### src/rtl/sw_eprom_seq.sv
module sw_eprom_seq #(
  parameter logic [7:0]  FAMILY     = 8'h09,
  parameter logic [47:0] SERIAL     = 48'h00A1_B2C3_D4E5,
  parameter int          DATA_BYTES = 192,
  parameter logic [15:0] STAT_BASE  = 16'h0100,
  parameter int          STAT_BYTES = 8
) (
  input  logic       clk,
  input  logic       rst_n,
  input  logic       bus_reset,
  input  logic       rx_valid,
  input  logic [7:0] rx_byte,
  input  logic       rd_req,
  input  logic       prog_pulse,
  output logic       rd_valid,
  output logic [7:0] rd_byte
);
  localparam int          TOTAL    = DATA_BYTES + STAT_BYTES;
  localparam int          IW       = $clog2(TOTAL);
  localparam logic [15:0] DATA_END = 16'(DATA_BYTES);
  localparam logic [15:0] STAT_END = STAT_BASE + 16'(STAT_BYTES);

  function automatic logic [7:0] id_crc8(input logic [55:0] d);
    logic [7:0] r;
    r = 8'h00;
    for (int i = 0; i < 56; i++) r = (r[0] ^ d[i]) ? ((r >> 1) ^ 8'h8C) : (r >> 1);
    return r;
  endfunction

  function automatic logic [15:0] crc16_step(input logic [15:0] c, input logic [7:0] b);
    logic [15:0] r;
    r = c;
    for (int i = 0; i < 8; i++) r = (r[0] ^ b[i]) ? ((r >> 1) ^ 16'hA001) : (r >> 1);
    return r;
  endfunction

  localparam logic [63:0] ID = {id_crc8({SERIAL, FAMILY}), SERIAL, FAMILY};

  typedef enum logic [3:0] {
    S_ROM = 4'd0, S_ROMRD = 4'd1, S_MATCH = 4'd2, S_MEM = 4'd3, S_ALO = 4'd4,
    S_AHI = 4'd5, S_RDAT = 4'd6, S_RCRC = 4'd7, S_WDAT = 4'd8, S_WCRC = 4'd9,
    S_WPROG = 4'd10, S_VFY = 4'd11, S_ONES = 4'd12
  } st_t;

  st_t         st;
  logic [7:0]  cmd, buf_q;
  logic [15:0] addr, crc;
  logic [2:0]  bcnt;
  logic        miss;
  logic [7:0]  mem [TOTAL];

  wire         is_stat  = (cmd == 8'hAA) || (cmd == 8'h55);
  wire         in_fld   = is_stat ? (addr >= STAT_BASE && addr < STAT_END) : (addr < DATA_END);
  wire         last     = is_stat ? (addr == STAT_END - 16'd1) : (addr == DATA_END - 16'd1);
  wire         wr_ok    = in_fld && !(is_stat && last);
  wire [IW-1:0] idx     = is_stat ? IW'(DATA_BYTES) + IW'(addr - STAT_BASE) : IW'(addr);
  wire [7:0]   cur      = in_fld ? mem[idx] : 8'hFF;
  wire [7:0]   id_b     = ID[{bcnt, 3'b000} +: 8];
  wire [15:0]  addr_inc = addr + 16'd1;
  wire [15:0]  crc_rx   = crc16_step(crc, rx_byte);
  wire [15:0]  crc_cur  = crc16_step(crc, cur);
  wire         prog_now = (st == S_WPROG) && prog_pulse;
  wire         is_mcmd  = rx_byte == 8'hF0 || rx_byte == 8'hAA || rx_byte == 8'h0F || rx_byte == 8'h55;

  always_ff @(posedge clk or negedge rst_n) begin
    if (!rst_n) begin
      st <= S_ROM; cmd <= 8'h00; buf_q <= 8'hFF; addr <= 16'h0; crc <= 16'h0;
      bcnt <= 3'd0; miss <= 1'b0; rd_valid <= 1'b0; rd_byte <= 8'hFF;
      for (int i = 0; i < TOTAL; i++) mem[i] <= 8'hFF;
    end else begin
      rd_valid <= 1'b0;
      if (bus_reset && !prog_now) begin
        st <= S_ROM;
      end else begin
        if (prog_now) begin
          if (wr_ok) mem[idx] <= mem[idx] & buf_q;
          st <= S_VFY;
        end
        if (rx_valid) begin
          case (st)
            S_ROM: begin
              bcnt <= 3'd0; miss <= 1'b0;
              case (rx_byte)
                8'h33:   st <= S_ROMRD;
                8'h55:   st <= S_MATCH;
                8'hCC:   st <= S_MEM;
                default: st <= S_ONES;
              endcase
            end
            S_MATCH: begin
              bcnt <= bcnt + 3'd1;
              if (rx_byte != id_b) miss <= 1'b1;
              if (bcnt == 3'd7) st <= (miss || rx_byte != id_b) ? S_ONES : S_MEM;
            end
            S_MEM: begin
              cmd <= rx_byte;
              crc <= crc16_step(16'h0000, rx_byte);
              st  <= is_mcmd ? S_ALO : S_ONES;
            end
            S_ALO: begin addr[7:0] <= rx_byte; crc <= crc_rx; st <= S_AHI; end
            S_AHI: begin
              addr[15:8] <= rx_byte; crc <= crc_rx;
              st <= (cmd == 8'hF0 || cmd == 8'hAA) ? S_RDAT : S_WDAT;
            end
            S_WDAT: begin buf_q <= rx_byte; crc <= crc_rx; bcnt <= 3'd0; st <= S_WCRC; end
            default: ;
          endcase
        end
        if (rd_req) begin
          rd_valid <= 1'b1;
          rd_byte  <= 8'hFF;
          case (st)
            S_ROMRD: begin
              rd_byte <= id_b; bcnt <= bcnt + 3'd1;
              if (bcnt == 3'd7) st <= S_MEM;
            end
            S_RDAT: begin
              if (!in_fld) st <= S_ONES;
              else begin
                rd_byte <= cur; crc <= crc_cur; addr <= addr_inc;
                if (last) begin st <= S_RCRC; bcnt <= 3'd0; end
              end
            end
            S_RCRC, S_WCRC: begin
              rd_byte <= bcnt[0] ? crc[15:8] : crc[7:0];
              bcnt <= bcnt + 3'd1;
              if (bcnt[0]) st <= (st == S_RCRC) ? S_ONES : S_WPROG;
            end
            S_VFY: begin
              rd_byte <= cur; addr <= addr_inc;
              crc <= {8'h00, addr_inc[7:0]};
              st <= S_WDAT;
            end
            default: ;
          endcase
        end
      end
    end
  end
endmodule


### config.mk
export PLATFORM = sky130hd
export DESIGN_NAME = sw_eprom_seq
export DESIGN_NICKNAME = d
export VERILOG_FILES = /design/src/rtl/sw_eprom_seq.sv
export SDC_FILE = /design/constraint.sdc
export NUM_CORES = 2
export LEC_CHECK = 0
export CORE_UTILIZATION = 50
export CTS_CLUSTER_DIAMETER = 40
export DETAILED_ROUTE_END_ITERATION = 7
export PLACE_DENSITY = 0.68
export SETUP_SLACK_MARGIN = 0.02
export SKIP_LAST_GASP = 1
export SYNTH_ARGS = -nofsm -noshare
export SYNTH_HDL_FRONTEND = slang
export SYNTH_SLANG_ARGS = --single-unit
### constraint.sdc
create_clock -name clk -period 4.03 [get_ports clk]
set_clock_uncertainty 0.05 [all_clocks]
set_input_delay 0.806 -clock clk [delete_from_list [all_inputs] [get_ports clk]]
set_output_delay 0.806 -clock clk [all_outputs]
set_load 0.01 [all_outputs]
# Word level (Yosys, flattened, before mapping)
# Cells that the tools add are included.
# op_classes
bitwise,48
n_mul,0
addsub,4
shift,1
magnitude_cmp,5
n_eq_ne,25
muxes,74
div_mod_pow,0
n_reduce_logical,25
# op_table
cell,count
bitwise mux 1600 bit,1
two-way mux 16 bit,30
one-hot mux 16 bit (2 select lines),3
two-way mux 8 bit,9
inverter 2 -> 3 bit,22
binary-select mux 8 bit (select 8 bit),1
demux 8 bit (select 8 bit),1
"indexed part select 64 x 7 -> 8 bit, first input constant",1
two-way mux 4 bit,12
"== test 8 bit, second input constant",5
one-hot mux 8 bit (4 select lines),1
one-hot mux 4 bit (6 select lines),1
bitwise XOR 1 bit,23
"adder 16 x 1 -> 16 bit, second input constant",1
"== test 16 x 8 -> 1 bit, second input constant",1
"== test 16 x 9 -> 1 bit, second input constant",1
"== test 4 x 3 -> 1 bit, second input constant",4
"== test 4 bit, second input constant",4
"== test 8 x 7 -> 1 bit, second input constant",2
">= comparator 16 x 9 -> 1 bit, second input constant",1
"< comparator 16 x 8 -> 1 bit, second input constant",1
"< comparator 16 x 9 -> 1 bit, second input constant",1
one-hot mux 4 bit (4 select lines),1
two-way mux 3 bit,5
29 further kinds,50
# word_totals
n_memories,0
ram_bits,0
in_bits,14
mem_bits_ro,0
reg_bits,1665
latch_bits,0
output_inout_bits,9

# Logic depth before layout (Yosys ltp)
# depth
word_depth,27
ltp_mapped,18

# Least setup slack after synthesis
# OpenSTA, ideal clock, no wires.
# synth_timing
kind,flip-flop to flip-flop
startpoint,register addr[1]
endpoint,register crc[15]
n_path_buf,4
path_stages_with_launch,16
setup_slack_ps,89
required_ps,3884
arrival_time_ps,3795
period_less_slack_ps,3941
path_cell_list,dfrtp_1 buf_2 buf_2 buf_2 clkbuf_1 mux4_2 mux4_2 mux2_2 a221oi_1 o211ai_1 nor2_4 mux2i_1 xnor2_2 xnor2_2 xor2_1 o32ai_2
# synth_between
elab_chain_cells,27
word_cells_on_any_way,32
cone_classes,2 x add/sub; 3 x order compare; 17 x mux; 9 x bitwise; 1 x reduce/logical
# synth_lines
element,line_no,rtl
from (decl),47,"logic [15:0] addr, crc;"
from (signal assigned),120,rd_byte <= cur; crc <= crc_cur; addr <= addr_inc;
from (signal assigned),130,rd_byte <= cur; addr <= addr_inc;
subtractor 8 x 1 -> 8 bit,56,wire [IW-1:0] idx = is_stat ? IW'(DATA_BYTES) + IW'(addr - STAT_BASE) : IW'(addr);
adder 8 bit,56,
two-way mux 8 bit,56,
inverter 8 -> 9 bit (implied by the code),57,wire [7:0] cur = in_fld ? mem[idx] : 8'hFF;
binary-select mux 8 bit (select 8 bit),57,
two-way mux 8 bit (implied by the code) (2 in series),57,
two-way mux 8 bit,57,
bitwise XOR 1 bit,33,for (int i = 0; i < 8; i++) r = (r[0] ^ b[i]) ? ((r >> 1) ^ 16'hA001) : (r >> 1);
[... 10 more ...],-,
two-way mux 16 bit,33,
bitwise XOR 1 bit,33,
two-way mux 16 bit,33,
bitwise XOR 1 bit,33,
two-way mux 16 bit,33,
two-way mux 16 bit (*),118,if (!in_fld) st <= S_ONES;
one-hot mux 16 bit (2 select lines) (*),112,case (st)
two-way mux 16 bit (*),109,if (rd_req) begin
to (signal assigned),102,addr[15:8] <= rx_byte; crc <= crc_rx;
to (signal assigned),120,
to (signal assigned),131,"crc <= {8'h00, addr_inc[7:0]};"
to (decl),47,
# Mark *: on every way between the ends. The rest lies on a longest branch, timed or not. The select of a mux whose other input is x is not followed.
# A chain may end at the register's enable or synchronous reset.

# Worst setup path in the final report
# layout_timing
startpoint,register addr[0]
endpoint,register crc[15]
# The elaborated chain is that of the path after synthesis.

==> flow_summary.yaml <==
outcome:
  outcome: "finished with violations"
  violations: "negative setup slack"
drt:
  vias_per_cell: 6.29
  vias: 50800
  routed_wl_mm: 244
  drc: 0
  drtPass1Iterations: 8
  drt.antenna.violating_nets: 0
  wire_per_inst_um: 30.2
  dr.first_iter.drc_count: 5189
hold_path:
  min-delay-path-class: "register to register"
  min_to: "buf_q[1]"
  holdCritStartpoint: "buf_q[1]"
  hold_depth: 2
finish:
  drive_above_1_share: 0.791
  register_area_um2: 43700
  n_fill_cell: 11700
  multi_input_area_um2: 35500
  final_nets: 5829
  utilization: 0.612
  syn_to_final_growth_pct: 21.1
  final_cell_count_no_fill: 8068
sta:
  final_max_slew_viol_count: 0
  setup_tns_ns: -74.34
  rsz0062_at_grt: "true"
  fin_ws_ns: -0.319
  max_freq_mhz: 230
  setup_violations: 959
  slew_headroom: 0.189
  worst-slew-pin-transition_ns: 1.21
  finalCriticalPeriod_ns: 4.35
  hold_viol_final: 0
  post-route-period-util: 1.08
clock_network:
  root_buffer: "clkbuf_16"
  clkTransAtPathRegs_ns: 0.06
  cts_tree: "built"
  cts_buffers: 238
  clk_latency_ns: 0.91
  clockBufferDepth: 3
  cts.sinks: 1665
  clock_tree.htree_level_count: 4
placed_design:
  dp_hpwl_mm: 152
  dp_cells: 7496
  port_buffers: 22
  place_congestion: 0.964
setup_path:
  worstPathRequired_ns: 4.78
  r2r_start: "addr[0]"
  r2r_cells: 13
  crit_buf_inv: 2
  cp_top_family: "multiplexers"
  cpMaxStageDelayCell: "mux4_2"
  endpoint_kind: "register"
  cp.depth: 13
  critPathMaxFanout: 10
  cpPeakStageDelay_ns: 0.60
  r2r_slack_ns: -0.32
  r2r-end: "crc[15]"
  crit_chain: "buf_12 > buf_16 > mux4_2 > mux4_2 > mux2_4 > a221oi_4 > o211ai_1 > nor2_4 > mux2i_4 > xnor2_4 > xnor2_4 > xor2_1 > o32ai_2"
  start_kind: "register"
  arrival_ns: 5.10
  path_class: "register to register"
yosys:
  netlist_area_um2: 80300
  synth.area.top_cells: "dfstp_2, mux2_2, mux4_2"
  synth_top_area_frac: 0.529
  synth_cells: 5338
  yosys_register_bits: 1665
  synthFlopType: "dfstp_2"
  avgSynthCellArea_um2: 15.1
  yosysSeqAreaShare: 0.544
  synth.most_common_cell: "dfstp_2"
  synth_edf_count: 0
  synthTopCellsByCount: "dfstp_2, mux2_2, mux4_2, clkbuf_1, nor2_1"
  synth_nets: 5381
  ys_types: 80
  synth_area_leader_cell: "dfstp_2"
  yosysWarnings: 0
  async_flop_share: 1.00
die:
  core_area_um2: 159000
  die_x_um: 403
  initial_core_util: 0.506
  fp-row-count: 146
  pin_count: 23
  die_area_um2: 162000
  die_y_um: 403
power_and_ir_drop:
  switching_power_mw: 18.2
  leakagePower_nw: 38.7
  swShare: 0.336
  p_int_mw: 35.9
  total_power_mw: 54.1
  combinationalPowerShare: 0.279
  peakVddDrop_uv: 479
  pwr-share-seq: 0.325
  p_per_area_nw_per_um2: 556
  p_clk_frac: 0.396
grt:
  grt_start_max_net_pins: 167
  track_usage: 0.289
  antenna_found_initial: 11
  overflow: 0
  grt_pass1_vias: 51500
  grt_first_pass_wirelength_mm: 349
job:
  maxCapViolations: 0
cells in the final DEF, fill, tap and decap left out, drive strengths merged, types with 8 or more instances in the layout:
master         Yosys  routed
mux2            1604    1604
clkinvlp           0      36
nand3             53      53
buf              114     549
xor2              13      13
nor4               9       9
nor2b             16      17
xnor2             58      58
a31oi             20      20
a22oi             72      72
a32oi              8       8
nand2b            11      11
bufinv             0      21
and3              13      13
and2              15      18
clkdlybuf4s50      0      21
mux2i            145     145
a221oi            13      13
dfrtp             49      49
nor3              21      21
o21ai             78      78
dfstp           1616    1616
o21a               8       8
o211ai            12      12
nor2             263     263
o311ai             8       8
ha                29      29
clkinv             2      72
clkbuf           281     307
o22ai             22      22
inv               20      57
mux4             397     397
nand4             23      23
nand2            201     201
a21oi             67      67
sequential cells by signal (all words and copies together) (netlist names), 3 cells and up:
name,flops
addr,16
bcnt,3
buf_q,8
cmd,8
crc,16
mem,1600
rd_byte,8
st,4
kinds of logic after synthesis:
group	count (synthesis)	share of synthesized area
muxes	2146	0.354
DFF	1665	0.544
adders and majority gates	29	0.00452
AOI/OAI and AO/OA	364	0.0307
buffers and inverters	417	0.0230
xor gates and xnor gates	71	0.00793
and+or+nand+nor	646	0.0356
layer usage:
metal / vias to the layer above / track usage / wire, µm
met3: 520 / 0.0595 / 20900
met1: 27200 / 0.413 / 102000
li1: 20800 / - / -
met5: - / 0 / 41
met4: 6 / 0.107 / 10400
met2: 2181 / 0.435 / 111000
power by group through the flow:
| stage | registers [mW] | logic, mW | clock network, mW |
|---|---|---|---|
| CTS | 17.6 | 13.5 | 21.7 |
| global route | 17.6 | 15.4 | 22.4 |
| global placement | 17.8 | 12.9 | 0 |
| floorplan | 17.5 | 6.46 | 0 |
| detailed placement | 17.8 | 12.9 | 0 |
| finish | 17.6 | 15.1 | 21.4 |
repair_timing:
item	4_1_cts	5_1_grt
buffers inserted	31	59
pin swaps	17	30
resized for setup	92	125
endpoints found under the hold margin	15	0
hold buffers	1	0
cloned	6	40
setup endpoints to repair	1384	1523
worst reg2reg max path, stage by stage, from the launching register on:
cell	delay, ns
dfrtp_4	0.55
buf_12	0.22
buf_16	0.17
mux4_2	0.56
mux4_2	0.60
mux2_4	0.33
a221oi_4	0.29
o211ai_1	0.24
nor2_4	0.20
mux2i_4	0.34
xnor2_4	0.12
xnor2_4	0.19
xor2_1	0.18
o32ai_2	0.20
stage by stage:
step	setup WS, ns	hold slack, ns	instance area [µm²]
global placement	-0.828	0.420	86300
finish	-0.319	0.432	97300
floorplan	0.0890	0.406	80300
CTS	-0.274	0.405	95500
detailed placement	-0.794	0.427	86300
global route	-0.386	0.457	97200
how the worst max path moves through the flow:
stage	start	endpoint	slack, ns
after global placement	addr[0]	crc[15]	-0.83
after global routing	addr[0]	crc[15]	-0.39
after CTS	addr[0]	crc[15]	-0.27
after detailed placement	addr[0]	crc[15]	-0.79
final	addr[0]	crc[15]	-0.32
after floorplan	addr[1]	crc[15]	0.09
cell type report:
type	instances	area share
Antenna cell	5	0.000129
Clock buffer	281	0.0660
Clock inverter	164	0.0200
Inverter	22	0.000939
Multi-Input combinational cell	3260	0.365
Sequential cell	1665	0.449
Tap cell	2072	0.0267
Timing Repair Buffer	599	0.0724
No activity file was read; power rests on OpenSTA's default activity.
